### config.mk
export PLATFORM = sky130hd
export DESIGN_NAME = spi_cmd_master
export DESIGN_NICKNAME = d
export VERILOG_FILES = /design/src/rtl/spi_cmd_pkg.sv /design/src/rtl/spi_cmd_word.sv /design/src/rtl/spi_bit_timer.sv /design/src/rtl/spi_cmd_master.sv
export SDC_FILE = /design/constraint.sdc
export NUM_CORES = 1
export LEC_CHECK = 0
export ABC_AREA = 1
export ABC_CLOCK_PERIOD_IN_PS = 2710
export BUFFER_PORTS_ARGS = -buffer_cell sky130_fd_sc_hd__buf_2
export CAP_MARGIN = 25
export CORE_UTILIZATION = 50
export CTS_CLUSTER_DIAMETER = 80
export DETAILED_ROUTE_END_ITERATION = 6
export PLACE_DENSITY = 0.7
export REMOVE_ABC_BUFFERS = 1
export SLEW_MARGIN = 10
export SYNTH_ARGS = -nofsm -noshare
export SYNTH_HDL_FRONTEND = slang
export SYNTH_SLANG_ARGS = --single-unit
### constraint.sdc
create_clock -name clk -period 2.71 [get_ports clk]
set_clock_uncertainty 0.2 [all_clocks]
set_input_delay 0.271 -clock clk [delete_from_list [all_inputs] [get_ports clk]]
set_output_delay 0.271 -clock clk [all_outputs]
set_load 0.005 [all_outputs]
### src/rtl/spi_cmd_pkg.sv
package spi_cmd_pkg;
    typedef enum logic [1:0] {
        ST_IDLE  = 2'd0,
        ST_LEAD  = 2'd1,
        ST_SHIFT = 2'd2,
        ST_TRAIL = 2'd3
    } spi_state_e;
endpackage

### src/rtl/spi_cmd_word.sv
module spi_cmd_word #(
    parameter int ADDR_W  = 4,
    parameter int DATA_W  = 8,
    parameter int FRAME_W = 16
) (
    input  logic               rnw,
    input  logic [ADDR_W-1:0]  addr,
    input  logic [DATA_W-1:0]  wdata,
    output logic [FRAME_W-1:0] word
);
    localparam int ADDR_LSB = FRAME_W - 1 - ADDR_W;

    always_comb begin
        word = '0;
        word[FRAME_W-1] = rnw;
        word[ADDR_LSB +: ADDR_W] = addr;
        if (!rnw) begin
            word[DATA_W-1:0] = wdata;
        end
    end
endmodule

### src/rtl/spi_bit_timer.sv
module spi_bit_timer #(
    parameter int DIV_W = 8
) (
    input  logic             clk,
    input  logic             rst_n,
    input  logic             run,
    input  logic [DIV_W-1:0] period_m1,
    output logic [DIV_W-1:0] cnt_q,
    output logic [DIV_W-1:0] cnt_nxt,
    output logic             wrap
);
    logic [DIV_W-1:0] cnt_d;

    always_comb begin
        wrap = run && (cnt_q == period_m1);
        if (!run || wrap) begin
            cnt_d = '0;
        end else begin
            cnt_d = cnt_q + 1'b1;
        end
        cnt_nxt = cnt_d;
    end

    always_ff @(posedge clk or negedge rst_n) begin
        if (!rst_n) begin
            cnt_q <= '0;
        end else begin
            cnt_q <= cnt_d;
        end
    end


    cnt_range_chk: assert property (@(posedge clk) disable iff (!rst_n)
        run |-> (cnt_q <= period_m1));
endmodule

### src/rtl/spi_cmd_master.sv
module spi_cmd_master
    import spi_cmd_pkg::*;
#(
    parameter int ADDR_W  = 4,
    parameter int DATA_W  = 8,
    parameter int FRAME_W = 16,
    parameter int DIV_W   = 8
) (
    input  logic               clk,
    input  logic               rst_n,
    input  logic               req,
    input  logic               rnw,
    input  logic [ADDR_W-1:0]  addr,
    input  logic [DATA_W-1:0]  wdata,
    input  logic [DIV_W-1:0]   div,
    output logic               busy,
    output logic               done,
    output logic [FRAME_W-1:0] rdata,
    output logic               sclk,
    output logic               cs_n,
    output logic               mosi,
    input  logic               miso
);
    localparam int BIT_W = $clog2(FRAME_W);
    localparam logic [BIT_W-1:0] LAST_IDX = BIT_W'(FRAME_W - 1);

    typedef struct packed {
        spi_state_e         st;
        logic [BIT_W-1:0]   bit_n;
        logic [FRAME_W-1:0] tx;
        logic [FRAME_W-1:0] rx;
        logic [DIV_W-1:0]   per;
        logic               sclk;
        logic               cs_n;
        logic               mosi;
        logic               busy;
        logic               done;
        logic [FRAME_W-1:0] rdata;
    } regs_t;

    regs_t r_d, r_q;

    logic [FRAME_W-1:0] cmd_word;
    logic [DIV_W-1:0]   cnt_q, cnt_nxt;
    logic               wrap;
    logic [DIV_W:0]     hi_len;
    logic [DIV_W:0]     hi_m1;

    spi_cmd_word #(
        .ADDR_W (ADDR_W),
        .DATA_W (DATA_W),
        .FRAME_W(FRAME_W)
    ) u_word (
        .rnw  (rnw),
        .addr (addr),
        .wdata(wdata),
        .word (cmd_word)
    );

    spi_bit_timer #(
        .DIV_W(DIV_W)
    ) u_timer (
        .clk      (clk),
        .rst_n    (rst_n),
        .run      (r_q.st != ST_IDLE),
        .period_m1(r_q.per),
        .cnt_q    (cnt_q),
        .cnt_nxt  (cnt_nxt),
        .wrap     (wrap)
    );

    always_comb begin
        hi_len = ({1'b0, r_q.per} + 1'b1) >> 1;
        hi_m1  = hi_len - 1'b1;
    end

    always_comb begin
        r_d      = r_q;
        r_d.done = 1'b0;
        unique case (r_q.st)
            ST_IDLE: begin
                if (req) begin
                    r_d.st    = ST_LEAD;
                    r_d.tx    = cmd_word;
                    r_d.per   = (div == '0) ? DIV_W'(1) : div;
                    r_d.bit_n = LAST_IDX;
                    r_d.rx    = '0;
                    r_d.cs_n  = 1'b0;
                    r_d.mosi  = cmd_word[FRAME_W-1];
                end
            end
            ST_LEAD: begin
                if (wrap) begin
                    r_d.st = ST_SHIFT;
                end
            end
            ST_SHIFT: begin
                if ({1'b0, cnt_q} == hi_m1) begin
                    r_d.rx = {r_q.rx[FRAME_W-2:0], miso};
                end
                if (wrap) begin
                    if (r_q.bit_n == '0) begin
                        r_d.st   = ST_TRAIL;
                        r_d.mosi = 1'b0;
                    end else begin
                        r_d.bit_n = r_q.bit_n - 1'b1;
                        r_d.tx    = r_q.tx << 1;
                        r_d.mosi  = r_q.tx[FRAME_W-2];
                    end
                end
            end
            ST_TRAIL: begin
                if (wrap) begin
                    r_d.st    = ST_IDLE;
                    r_d.cs_n  = 1'b1;
                    r_d.done  = 1'b1;
                    r_d.rdata = r_q.rx;
                end
            end
            default: r_d.st = ST_IDLE;
        endcase
        r_d.busy = (r_d.st != ST_IDLE);
        r_d.sclk = (r_d.st == ST_SHIFT) && ({1'b0, cnt_nxt} < hi_len);
    end

    always_ff @(posedge clk or negedge rst_n) begin
        if (!rst_n) begin
            r_q       <= '0;
            r_q.st    <= ST_IDLE;
            r_q.cs_n  <= 1'b1;
            r_q.per   <= DIV_W'(1);
            r_q.bit_n <= LAST_IDX;
        end else begin
            r_q <= r_d;
        end
    end

    assign busy  = r_q.busy;
    assign done  = r_q.done;
    assign rdata = r_q.rdata;
    assign sclk  = r_q.sclk;
    assign cs_n  = r_q.cs_n;
    assign mosi  = r_q.mosi;


    sclk_idle_chk: assert property (@(posedge clk) disable iff (!rst_n)
        cs_n |-> !sclk);


    cs_fall_chk: assert property (@(posedge clk) disable iff (!rst_n)
        $fell(cs_n) |-> (!sclk && !$past(sclk)));


    done_pulse_chk: assert property (@(posedge clk) disable iff (!rst_n)
        done |=> !done);


    done_release_chk: assert property (@(posedge clk) disable iff (!rst_n)
        done |-> (cs_n && !busy && !sclk));


    no_restart_chk: assert property (@(posedge clk) disable iff (!rst_n)
        (r_q.st == ST_SHIFT || r_q.st == ST_TRAIL) |=> (r_q.st != ST_LEAD));


    frame_len_chk: assert property (@(posedge clk) disable iff (!rst_n)
        (r_q.st == ST_TRAIL) |-> (r_q.bit_n == '0 && !sclk));
endmodule

-- Yosys cells after proc, flatten, opt, wreduce, memory -nomap -nowiden
Cells that the tools add are included.
- bits in registers: 74
- output and inout port bits: 21
- input bits: 25
- reductions and logical operators: 17
- add/subtract/negate cells: 4
- magnitude comparators: 1
- mux-type cells: 20
- equality and inequality tests: 11
- operators by type and width (operator ; number):
    $pmux 36 s2 ; 1
    $mux 46 ; 1
    $mux 17 ; 2
    $mux 8 ; 3
    $mux 22 ; 1
    $mux 20 ; 1
    $mux 16 ; 1
    $add 8x1->9 const B ; 1
    $eq 8x9->1 ; 1
    $reduce_and 3->1 ; 3
    $sub 8x1->9 const B ; 1
    $add 8x1->8 const B ; 1
    $eq 8x8->1 ; 1
    $logic_not 8->1 ; 1
    $lt 8x8->1 ; 1
    $mux 2 ; 4
    $pmux 2 s4 ; 1
    $reduce_bool 2->1 ; 4
    $eq 2x2->1 const B ; 3
    $ne 2x2->1 const B ; 3
    $logic_not 4->1 ; 1
    $ne 2x1->1 const B ; 2
    $pmux 1 s2 ; 2
    $reduce_and 2->1 ; 2
    other kinds (8) ; 11

-- Longest topological paths before layout
- depth after elaboration: 6
- gate-level depth with buffers: 18

-- Hierarchy
From an unflattened synthesis, not the netlist that was laid out.
- cell total of the unflattened synthesis: 548
- area total of the unflattened synthesis: 4257.8 um2
- modules (own cells, without submodules) (module ; area an instance (um2) ; instances ; cells each):
    spi_cmd_master ; 3608.5 ; 1 ; 451
    spi_bit_timer ; 514.2 ; 1 ; 71
    spi_cmd_word ; 135.1 ; 1 ; 26

-- Least setup slack after synthesis
OpenSTA, ideal clock, no wires.
- path type: register -> register
- start point: register r_q[21] (netlist bit)
- end point: register r_q[34] (netlist bit)
- stages on the path, launching flop included: 16
- setup slack: 231 ps
- required time: 2393 ps
- period minus slack after synthesis: 2479 ps
- path buffers: 1
- arrival: 2162 ps
- setup time: 117 ps
- path through: dfstp_2 -> ha_1 -> inv_1 -> nand2_1 -> nand2_1 -> ha_1 -> o21ai_0 -> a211oi_1 -> nand2_1 -> inv_1 -> nand2_1 -> nor2_2 -> nand3_4 -> buf_2 -> nand3_1 -> nand2_1
- word-level cells in the longest chain between the ends: 5
- RTL lines (element ; line ; RTL):
    from (decl) ; spi_cmd_master.sv:41 ; regs_t r_d, r_q;
    from (signal assigned) ; spi_cmd_master.sv:134 ; r_q <= r_d;
    $add 8x1->9 ; spi_cmd_master.sv:73 ; hi_len = ({1'b0, r_q.per} + 1'b1) >> 1;
    $sub 8x1->9 ; spi_cmd_master.sv:74 ; hi_m1 = hi_len - 1'b1;
    $eq 8x9->1 ; spi_cmd_master.sv:98 ; if ({1'b0, cnt_q} == hi_m1) begin
    $ne 2x2->1 (no line) ; - ;
    $reduce_and 3->1 (no line) ; - ;
No other way between the ends.
A chain may end at the register's enable or synchronous reset.

-- Final worst setup path
- start point: register r_q[21] (netlist bit)
- end point: register r_q[44] (netlist bit)
Same word-level chain as after synthesis.

==> results.json <==
{
  "setup_violations": 0,
  "drive_gt1_share_pct": 19.48,
  "net-switching-power_uw": 1978,
  "grt-busiest-layer": "met2",
  "clock_path_buffers": 2,
  "grt_remaining_overflow": 0,
  "fin_crit_ps": 2567,
  "status": "completed",
  "reg2reg_slack_ps": 140,
  "synth_common_cells": "168 x nand2_1, 68 x dfrtp_1, 61 x inv_1",
  "met2_usage_pct": 36.79,
  "postRouteAntennaNets": 0,
  "grt_pass1_vias": 3499,
  "synth_most_common_cell": "nand2_1",
  "core_um2": 7848,
  "fin_crit_sh_pct": 94.73,
  "crit_fanout": 8,
  "synthFlopType": "dfrtp_1",
  "holdWs_ps": 32.17,
  "numClockSinks": 74,
  "drt_iter0_markers": 200,
  "num-fill-cells": 699,
  "synth-seq-cells": 74,
  "crit_slowest_cell": "dfstp_2",
  "ys.warnings.count": 0,
  "hp-class": "primary input to flop",
  "crit_chain": "ha_4 > inv_1 > nand2_1 > nand2_2 > ha_4 > o21ai_0 > a211oi_2 > nand2_1 > inv_1 > nand2_2 > nor2_4 > nand3_4 > buf_12 > nand3_1 > nand2_1",
  "arrival_ps": 2620,
  "htreeDepth": 3,
  "grtUsageMet3_pct": 5.747,
  "avgSynthCellArea_um2": 7.473,
  "max_freq_mhz": 389.5,
  "start_kind": "flop",
  "dp.cells": 682,
  "start_util_pct": 52.47,
  "fp-row-count": 32,
  "routed_wl_um": 9324,
  "io_pins": 46,
  "relSlewSlack_pct": 50.33,
  "final_cells": 723,
  "switching_share_pct": 43.68,
  "drc": 0,
  "antenna_found_initial": 0,
  "cellLeakagePower_uw": 0.002440,
  "avgRoutedWirePerCell_um": 12.90,
  "vias": 3688,
  "grtUsageMet1_pct": 30.85,
  "cts_tree": "yes",
  "slew_viol_final": 0,
  "crit_family": "simple AND/OR/NAND/NOR gates",
  "worst-path-buf-inv": 3,
  "crit_top_cell": "nand2_1",
  "grtUsageTotal_pct": 23.31,
  "cts-buffers-inserted": 9,
  "clkTransAtPathRegs_ps": 80,
  "netlist_instances": 551,
  "finalSetupTns_ps": 0,
  "rsz0062_at_grt": "true",
  "synth.top_cells.by_area": "dfrtp_1 41%, nand2_1 15%, nand3_1 6.1%",
  "tightest_slew_ps": 744.3,
  "clkLatencyLatePin_ps": 360,
  "path_class": "flop to flop",
  "hold_viol_final": 0,
  "synth_edf_count": 0,
  "area_delta_synth_final_pct": 19.75,
  "clock-root-buffer": "clkbuf_8",
  "end_kind": "flop",
  "drv_cap": 0,
  "syn_area_um2": 4118,
  "crit_required_ps": 2760,
  "irDropWorstVdd_mv": 0.4666,
  "clkPwrFrac_pct": 17.7,
  "drtPass1Iterations": 4,
  "vias_per_cell": 5.101,
  "placed_area_um2": 4403,
  "die_w_um": 92.75,
  "port_buffers": 45,
  "powerDensity_nw_per_um2": 918.2,
  "yosysTopAreaCellShare_pct": 41.32,
  "ys_async_sr_fraction_pct": 100.0,
  "yosys.area.top_type": "dfrtp_1",
  "dp_hpwl_um": 6398,
  "p_seq_share_pct": 36.6,
  "power_frac_comb_pct": 45.7,
  "grt_pass1_wl_um": 15800,
  "die_h_um": 92.75,
  "cpPeakStageDelay_ps": 590,
  "synth_cell_types": 34,
  "dieArea_um2": 8603,
  "final_nets": 653,
  "num_antenna_cells": 0,
  "grt_max_degree": 33,
  "globalplace.congestion": 0.9081,
  "synth_sequential_area_ratio_pct": 45.15,
  "final_area_um2": 4931,
  "p_int_uw": 2550
}
-- flip-flops by register name, summed over array words and instances, names as in the netlist --
register	cells
u_timer.cnt_q	8
sclk	1
cs_n	1
busy	1
r_q	45
rdata	16
mosi	1
done	1
-- cells in the final DEF, fill, tap and decap left out, types with 10 or more instances in the layout --
master,netlist,final
a31oi_1,12,12
nand3_1,50,50
ha_1,12,10
inv_1,61,59
dlygate4sd3_1,0,21
nand2_1,168,162
dfrtp_1,68,68
buf_4,17,17
clkbuf_8,0,10
o21ai_0,33,33
nor2_1,54,54
buf_2,4,45
-- power by group through the flow --
| stage | clock [µW] | sequential [µW] | combinational (µW) |
|---|---|---|---|
| after floorplan | 0 | 1620 | 1360 |
| after CTS | 820 | 1650 | 1890 |
| after global placement | 0 | 1660 | 1800 |
| after detailed placement | 0 | 1670 | 1850 |
| final | 802 | 1660 | 2070 |
| after global routing | 865 | 1700 | 2350 |
-- path summary, 6_finish.rpt --
kind / endpoint / cells after the start / from
max in group asynchronous: r_q[21] / 3 / rst_n
worst max-delay path: r_q[44] / 15 / r_q[21]
min in group asynchronous: rdata[2] / 2 / rst_n
worst max register to register: r_q[44] / 15 / r_q[21]
worst min-delay path: r_q[29] / 5 / miso
worst min register to register: cs_n / 2 / cs_n
-- logic make-up (layout without fill, tap and decap cells) --
logic type	after synthesis	count (layout)	synth area share, %
AND/OR/NAND/NOR	302	302	31.24
buffers and inverters	97	167	10.70
flip-flops	74	74	45.15
AO/OA/AOI/OAI	62	62	8.417
adder cells (fa/ha/maj)	12	12	3.646
XOR/XNOR	4	4	0.8510
-- tightest hold or removal path, stage by stage --
cell and delay, ps:
buf_2 100, inv_1 40, nor2_1 40, nand2_1 60, nand2_1 50
-- area by class of cell --
type | count | area [µm²] | area share, %
repair buffers | 85 | 594.3 | 12.05
inverters | 66 | 249.0 | 5.049
flip-flops and latches | 74 | 1859 | 37.71
multi-input cells | 380 | 1923 | 39.00
clock inverters | 6 | 40.04 | 0.8120
clock buffers | 10 | 137.6 | 2.791
well taps | 102 | 127.6 | 2.588
-- layer usage --
layer | routed length [µm] | share of wire, % | up-vias
met1 | 4430 | 48 | 1720
met4 | 189 | 2.0 | 0
li1 | - | - | 1878
met5 | 0 | 0 | -
met3 | 341 | 3.7 | 15
met2 | 4363 | 47 | 75
-- metrics by stage --
stage               total power (µW)  util, %  worst slack (ps)
global route                    4912    62.83            -48.05
finish                          4528    62.83             142.8
global placement                3457    56.11             3.225
floorplan                       2979        -            -188.3
detailed placement              3512    56.11            -43.08
CTS                             4354    61.18             11.32
-- repair_timing --
| action | 4_1_cts | 5_1_grt |
|---|---|---|
| pin swaps | 0 | 6 |
| endpoints found under the setup margin | 1 | 17 |
| setup buffers | 0 | 4 |
| gates resized for setup | 2 | 23 |
| endpoints found under the hold margin | 43 | 0 |
| hold buffers | 21 | 0 |
Power figures use the tool's default switching activity.
